File: src/rtl/sbuf_pkg.sv
`timescale 1ns/1ps
package sbuf_pkg;
  localparam int unsigned SB_LINE_BYTES = 16;
  localparam int unsigned SB_WORD_BYTES = 4;
  localparam int unsigned SB_WORDS      = SB_LINE_BYTES / SB_WORD_BYTES;
  localparam int unsigned SB_WSEL_W     = $clog2(SB_WORDS);
  localparam int unsigned SB_OFS_W      = $clog2(SB_LINE_BYTES);
  localparam int unsigned SB_BSEL_W     = $clog2(SB_WORD_BYTES);
  localparam int unsigned SB_LINE_W     = SB_LINE_BYTES * 8;
  localparam int unsigned SB_WORD_W     = SB_WORD_BYTES * 8;

  typedef logic [SB_LINE_W-1:0]     sb_line_t;
  typedef logic [SB_LINE_BYTES-1:0] sb_mask_t;

  // Move word-level byte enables to their byte lanes within the line.
  function automatic sb_mask_t sb_place_mask(input logic [SB_WORD_BYTES-1:0] be,
                                             input logic [SB_WSEL_W-1:0] widx);
    sb_place_mask = sb_mask_t'(be) << (widx * SB_WORD_BYTES);
  endfunction

  // Move a word of store data to its lanes within the line.
  function automatic sb_line_t sb_place_data(input logic [SB_WORD_W-1:0] d,
                                             input logic [SB_WSEL_W-1:0] widx);
    sb_place_data = sb_line_t'(d) << (widx * SB_WORD_W);
  endfunction
endpackage

File: src/rtl/sbuf_byte_merge.sv
`timescale 1ns/1ps
// Byte-lane overlay: a lane takes upd when its mask bit is set, else fill.
module sbuf_byte_merge #(
  parameter int unsigned NBYTES = 16
) (
  input  logic [NBYTES*8-1:0] fill,
  input  logic [NBYTES*8-1:0] upd,
  input  logic [NBYTES-1:0]   mask,
  output logic [NBYTES*8-1:0] merged
);
  for (genvar b = 0; b < NBYTES; b++) begin : g_lane
    assign merged[b*8 +: 8] = mask[b] ? upd[b*8 +: 8] : fill[b*8 +: 8];
  end
endmodule

File: src/rtl/sbuf_oldest_pick.sv
`timescale 1ns/1ps
// Finds the first candidate slot at or after head, in ring order.
module sbuf_oldest_pick #(
  parameter int unsigned N     = 4,
  parameter int unsigned IDX_W = 2
) (
  input  logic [N-1:0]     cand,
  input  logic [IDX_W-1:0] head,
  output logic             found,
  output logic [IDX_W-1:0] idx
);
  always_comb begin
    found = 1'b0;
    idx   = '0;
    for (int i = N - 1; i >= 0; i--) begin
      int unsigned p;
      p = (int'(head) + i) % N;
      if (cand[p]) begin
        found = 1'b1;
        idx   = IDX_W'(p);
      end
    end
  end
endmodule

File: src/rtl/sbuf_fill_merge.sv
`timescale 1ns/1ps
module sbuf_fill_merge
  import sbuf_pkg::*;
#(
  parameter int unsigned ADDR_W  = 32,
  parameter int unsigned ENTRIES = 4
) (
  input  logic                            clk,
  input  logic                            rst_n,
  input  logic                            st_valid,
  output logic                            st_ready,
  input  logic [ADDR_W-SB_BSEL_W-1:0]     st_waddr,
  input  logic [SB_WORD_W-1:0]            st_wdata,
  input  logic [SB_WORD_BYTES-1:0]        st_be,
  output logic                            req_valid,
  input  logic                            req_ready,
  output logic [ADDR_W-SB_OFS_W-1:0]      req_line,
  input  logic                            rsp_valid,
  output logic                            rsp_ready,
  input  logic [ADDR_W-SB_OFS_W-1:0]      rsp_line,
  input  logic [SB_LINE_W-1:0]            rsp_data,
  output logic                            inst_valid,
  output logic [ADDR_W-SB_OFS_W-1:0]      inst_line,
  output logic [SB_LINE_W-1:0]            inst_data
);
  localparam int unsigned WA_W  = ADDR_W - SB_BSEL_W;
  localparam int unsigned LA_W  = ADDR_W - SB_OFS_W;
  localparam int unsigned IDX_W = (ENTRIES > 1) ? $clog2(ENTRIES) : 1;
  localparam int unsigned CNT_W = $clog2(ENTRIES + 1);
  localparam logic [CNT_W-1:0] FULL_CNT = CNT_W'(ENTRIES);
  localparam logic [IDX_W-1:0] LAST_IDX = IDX_W'(ENTRIES - 1);

  function automatic logic [IDX_W-1:0] ring_next(input logic [IDX_W-1:0] p);
    ring_next = (p == LAST_IDX) ? '0 : p + 1'b1;
  endfunction

  // Slot state
  logic [ENTRIES-1:0] e_vld, e_iss;
  logic [LA_W-1:0]    e_line [ENTRIES];
  sb_line_t           e_data [ENTRIES];
  sb_mask_t           e_mask [ENTRIES];
  logic [IDX_W-1:0]   head, tail;
  logic [CNT_W-1:0]   count;

  // Named events, also watched by the checker
  logic st_fire, alloc_fire, merge_fire, req_fire, inst_fire, full, rsp_conflict;

  // Store decode
  logic [LA_W-1:0]      st_line;
  logic [SB_WSEL_W-1:0] st_widx;
  assign st_line = st_waddr[WA_W-1:SB_WSEL_W];
  assign st_widx = st_waddr[SB_WSEL_W-1:0];

  logic             hit_any;
  logic [IDX_W-1:0] hit_idx;
  always_comb begin
    hit_any = 1'b0;
    hit_idx = '0;
    for (int i = 0; i < ENTRIES; i++) begin
      if (e_vld[i] && (e_line[i] == st_line)) begin
        hit_any = 1'b1;
        hit_idx = IDX_W'(i);
      end
    end
  end

  // Response side: only the oldest, already-requested slot may complete
  assign rsp_ready    = e_vld[head] && e_iss[head] && (rsp_line == e_line[head]);
  assign inst_fire    = rsp_valid && rsp_ready;
  assign rsp_conflict = inst_fire && (st_line == e_line[head]);

  assign full       = (count == FULL_CNT);
  assign st_ready   = !rsp_conflict && (hit_any || !full);
  assign st_fire    = st_valid && st_ready;
  assign merge_fire = st_fire && hit_any;
  assign alloc_fire = st_fire && !hit_any;

  // Store overlay onto the target slot's current contents
  logic [IDX_W-1:0] tgt_idx;
  sb_line_t         base_data, st_ldata, st_new_data;
  sb_mask_t         base_mask, st_mask, st_new_mask;
  assign tgt_idx     = hit_any ? hit_idx : tail;
  assign base_data   = hit_any ? e_data[tgt_idx] : '0;
  assign base_mask   = hit_any ? e_mask[tgt_idx] : '0;
  assign st_mask     = sb_place_mask(st_be, st_widx);
  assign st_ldata    = sb_place_data(st_wdata, st_widx);
  assign st_new_mask = base_mask | st_mask;

  sbuf_byte_merge #(.NBYTES(SB_LINE_BYTES)) u_store_merge (
    .fill(base_data), .upd(st_ldata), .mask(st_mask), .merged(st_new_data)
  );

  // Request issue, oldest unrequested slot first
  logic             pick_found;
  logic [IDX_W-1:0] pick_idx;
  sbuf_oldest_pick #(.N(ENTRIES), .IDX_W(IDX_W)) u_pick (
    .cand(e_vld & ~e_iss), .head(head), .found(pick_found), .idx(pick_idx)
  );
  assign req_valid = pick_found;
  assign req_line  = e_line[pick_idx];
  assign req_fire  = req_valid && req_ready;

  // Fill merge: buffered bytes win over returned bytes
  sbuf_byte_merge #(.NBYTES(SB_LINE_BYTES)) u_fill_merge (
    .fill(rsp_data), .upd(e_data[head]), .mask(e_mask[head]), .merged(inst_data)
  );
  assign inst_valid = inst_fire;
  assign inst_line  = e_line[head];

  always_ff @(posedge clk or negedge rst_n) begin
    if (!rst_n) begin
      e_vld <= '0;
      e_iss <= '0;
      head  <= '0;
      tail  <= '0;
      count <= '0;
      for (int i = 0; i < ENTRIES; i++) begin
        e_line[i] <= '0;
        e_data[i] <= '0;
        e_mask[i] <= '0;
      end
    end else begin
      if (st_fire) begin
        e_data[tgt_idx] <= st_new_data;
        e_mask[tgt_idx] <= st_new_mask;
      end
      if (alloc_fire) begin
        e_vld[tail]  <= 1'b1;
        e_iss[tail]  <= 1'b0;
        e_line[tail] <= st_line;
        tail         <= ring_next(tail);
      end
      if (req_fire) e_iss[pick_idx] <= 1'b1;
      if (inst_fire) begin
        e_vld[head] <= 1'b0;
        e_iss[head] <= 1'b0;
        head        <= ring_next(head);
      end
      count <= count + CNT_W'(alloc_fire) - CNT_W'(inst_fire);
    end
  end
endmodule

File: config.mk
export PLATFORM = sky130hd
export DESIGN_NAME = sbuf_fill_merge
export DESIGN_NICKNAME = d
export VERILOG_FILES = /design/src/rtl/sbuf_pkg.sv /design/src/rtl/sbuf_byte_merge.sv /design/src/rtl/sbuf_oldest_pick.sv /design/src/rtl/sbuf_fill_merge.sv
export SDC_FILE = /design/constraint.sdc
export NUM_CORES = 2
export LEC_CHECK = 0
export ABC_AREA = 1
export BUFFER_PORTS_ARGS = -buffer_cell sky130_fd_sc_hd__buf_4
export CORE_MARGIN = 2
export CORE_UTILIZATION = 45
export DETAILED_ROUTE_END_ITERATION = 12
export GPL_ROUTABILITY_DRIVEN = 0
export PLACE_DENSITY = 0.68
export SYNTH_ARGS = -nofsm -noshare
export SYNTH_HDL_FRONTEND = slang
export SYNTH_SLANG_ARGS = --single-unit
File: constraint.sdc
create_clock -name clk -period 4.05 [get_ports clk]
set_input_delay 0.405 -clock clk [delete_from_list [all_inputs] [get_ports clk]]
set_output_delay 0.405 -clock clk [all_outputs]
set_load 0.03 [all_outputs]
==> impl_results.md <==
- P&R area growth vs syn: 16.8%
- Detailed router's first-iteration violation count: ~6400
- Crit Path Class: reg -> out
- Fin crit share: 100%
- Vias in the first global route: roughly 46000
- Initial antenna violation count: 5
- Top-Level Pins: approximately 420
- Min-delay worst type: in -> reg
- PortBufs: 414
- Largest net degree at the start of global routing: around 210
- Final hold vios: 0
- Min Tclk post-route: 4060 ps
- Accumulated negative setup slack: -11.9 ps
- Total congestion overflow: 0
- Worst path required time: approximately 3600 ps
- Worst vdd ir: approximately 0.69 mV
- Die height: 320 µm
- CP Capture Type: output port
- Root cell of the clock tree: clkbuf_16
- Post-route ant nets: 0
- Clock transition at path regs: 60 ps
- Synth cell types: 38
- Mapped Avg Cell Area: between 6 and 7 µm²
- Post-layout util: 52.8%
- Cell Area, Synth: 45000 µm²
- Die Footprint: just over 100000 µm²
- Clock skew: a little over 30 ps
- Gr usage total: between 30% and 40%
- Post-DP Area: around 50000 µm²
- H-tree depth: 3
- Core ar.: ~100000 µm²
- Fin. max-slew vios: 0
- Die X: 320 µm
- MaxCap Viol Count: 0
- Worst path arrival time: roughly 3700 ps
- Dpl ws: just under 400 ps
- Finished Cell Area: between 50000 and 60000 µm²
- Post-synthesis register bit count: about 700
- Instance count of the mapped netlist: approximately 7300
- Leak: approximately 29 nW
- Min Hold Slack: 69.7 ps
- Yosys warnings: 0
- Highest Clock Rate: about 250 MHz
- Routed vias: 50200
- Setup WS post-layout: -11.9 ps
- Initial Util: 45.2%
- Syn nets: ~7500
- Clk_lat worst skew: 670 ps
- Largest buffer count on any clock path: 3
- HPWL after detailed placement: 114000 µm
- Dpl cells: 8711
- Outcome: finished, violations left
- P per Cell Area: between 700 and 800 nW/µm²
- CP max FO: 32
- Final setup viols: 1
- Most common cell after layout, fill and taps aside: nand2_1
- Most frequent cells in the layout: 3866 x nand2_1, 837 x nor2_1, 701 x dfrtp_1, 497 x buf_4, 469 x o21ai_0
- Final nets: 7741
- Drt drc: 0
- Layout cells sized above 1: around a tenth
- Router iterations before antenna repair: 8
- Drt wl/cell: between 20 and 25 µm
- FF-to-FF setup slack: roughly 380 ps
- Vias per cell: around 5.7
- TritonCTS buffer count: just over 80
- Routed WL: around 180000 µm
- Overall power: 37.4 mW
- Slew headroom: between 30% and 40%
- CTS Sinks: between 700 and 800
- Rows: 116
- Failing checks: setup timing
- Sequential share of the synthesized area: between 30% and 40%
- Fin cells: approximately 8900
- Worst slew pin tran: between 1000 and 1500 ps
- First-pass GRT wire length: between 200000 and 300000 µm
- Startpoint class of the critical path: register
- CTS tree: yes
[worst max-delay path: stages, from the launching register on]
cell and delay (ps):
dfrtp_4 510, inv_8 200, buf_12 230, nand2_1 70, nand3_1 250, nand2_1 180, nand2_1 90, o21ai_1 70
nor2_1 110, nand3_1 220, nor4_1 770, buf_4 300
[flip-flops by register name, indices dropped and copies added (netlist names)]
register	count
count	3
e_data	512
e_iss	4
e_line	112
e_mask	64
e_vld	4
head	2
tail	2
[power by group]
group	internal, mW	switching, mW
Combinational	5.71	12.4
Clock	4.67	3.22
Sequential	9.25	2.09
[path summary, 6_finish.rpt]
check,startpoint,end,depth (start not counted)
max reg2reg,head[0]$_DFFE_PN0N_,count[2]$_DFF_PN0_,20
min in group asynchronous,rst_n,e_data[365]$_DFFE_PN0P_,2
max,head[0]$_DFFE_PN0N_,rsp_ready,11
min,st_valid,tail[0]$_DFFE_PN0N_,3
min reg2reg,e_data[61]$_DFFE_PN0P_,e_data[61]$_DFFE_PN0P_,2
max in group asynchronous,rst_n,e_data[195]$_DFFE_PN0P_,3
[area by class of cell]
class / count / area (µm²)
diodes: 4 / 10.0
clock buffers: 127 / 2550
clock inverters: 23 / 293
fillers: 9947 / 47000
inverters: 221 / 873
multi-input cells: 5925 / 24500
flip-flops and latches: 703 / 17600
well taps: 1298 / 1620
repair buffers: 569 / 5160
[synthesized netlist by cell type, drive strengths merged]
cell,instances,area (µm²)
nand2,3871,14500
nor2,840,3160
dfrtp,703,17600
o21ai,477,2390
nand3,408,2050
clkbuf,232,885
inv,218,826
buf,211,1380
a31oi,130,813
nand4,41,263
o22ai,41,257
nor3,33,165
xor2,21,184
xnor2,14,123
a21oi,10,50.1
ha,10,125
nor4,8,50.1
or2,8,50.1
nand3b,5,37.5
clkinv,3,11.3
nor4b,3,26.3
and2,1,6.26
and3,1,6.26
fa,1,20.0
o31ai,1,7.51
o32ai,1,8.76
[routing by layer]
layer / GRT usage [%] / vias up / wire length, µm
li1: - / 23300 / -
met1: 47.2 / 23200 / 72700
met2: 51.6 / 3105 / 78700
met3: 8.43 / 564 / 22400
met4: 18.0 / 6 / 10500
met5: 0 / - / 46
[kinds of logic (layout without fill, tap and decap cells)]
| family | count (synthesis) | in the layout | share of synthesized area [%] |
|---|---|---|---|
| buffers and inverters | 664 | 940 | 6.89 |
| DFF | 703 | 703 | 39.1 |
| and+or+nand+nor | 5219 | 5219 | 45.2 |
| xor gates and xnor gates | 35 | 35 | 0.681 |
| adders and majority gates | 11 | 11 | 0.322 |
| other | 0 | 4 | 0 |
| AOI/OAI and AO/OA | 660 | 660 | 7.83 |
[what timing repair did]
| action | in CTS | in global routing |
|---|---|---|
| setup buffers | 0 | 2 |
| gates resized for setup | 9 | 11 |
| setup endpoints to repair | 42 | 92 |
| pin swaps | 0 | 1 |
| cloned | 1 | 1 |
| hold endpoints to repair | 63 | 0 |
| hold buffers | 1 | 0 |
No activity file was read; power rests on OpenSTA's default activity.
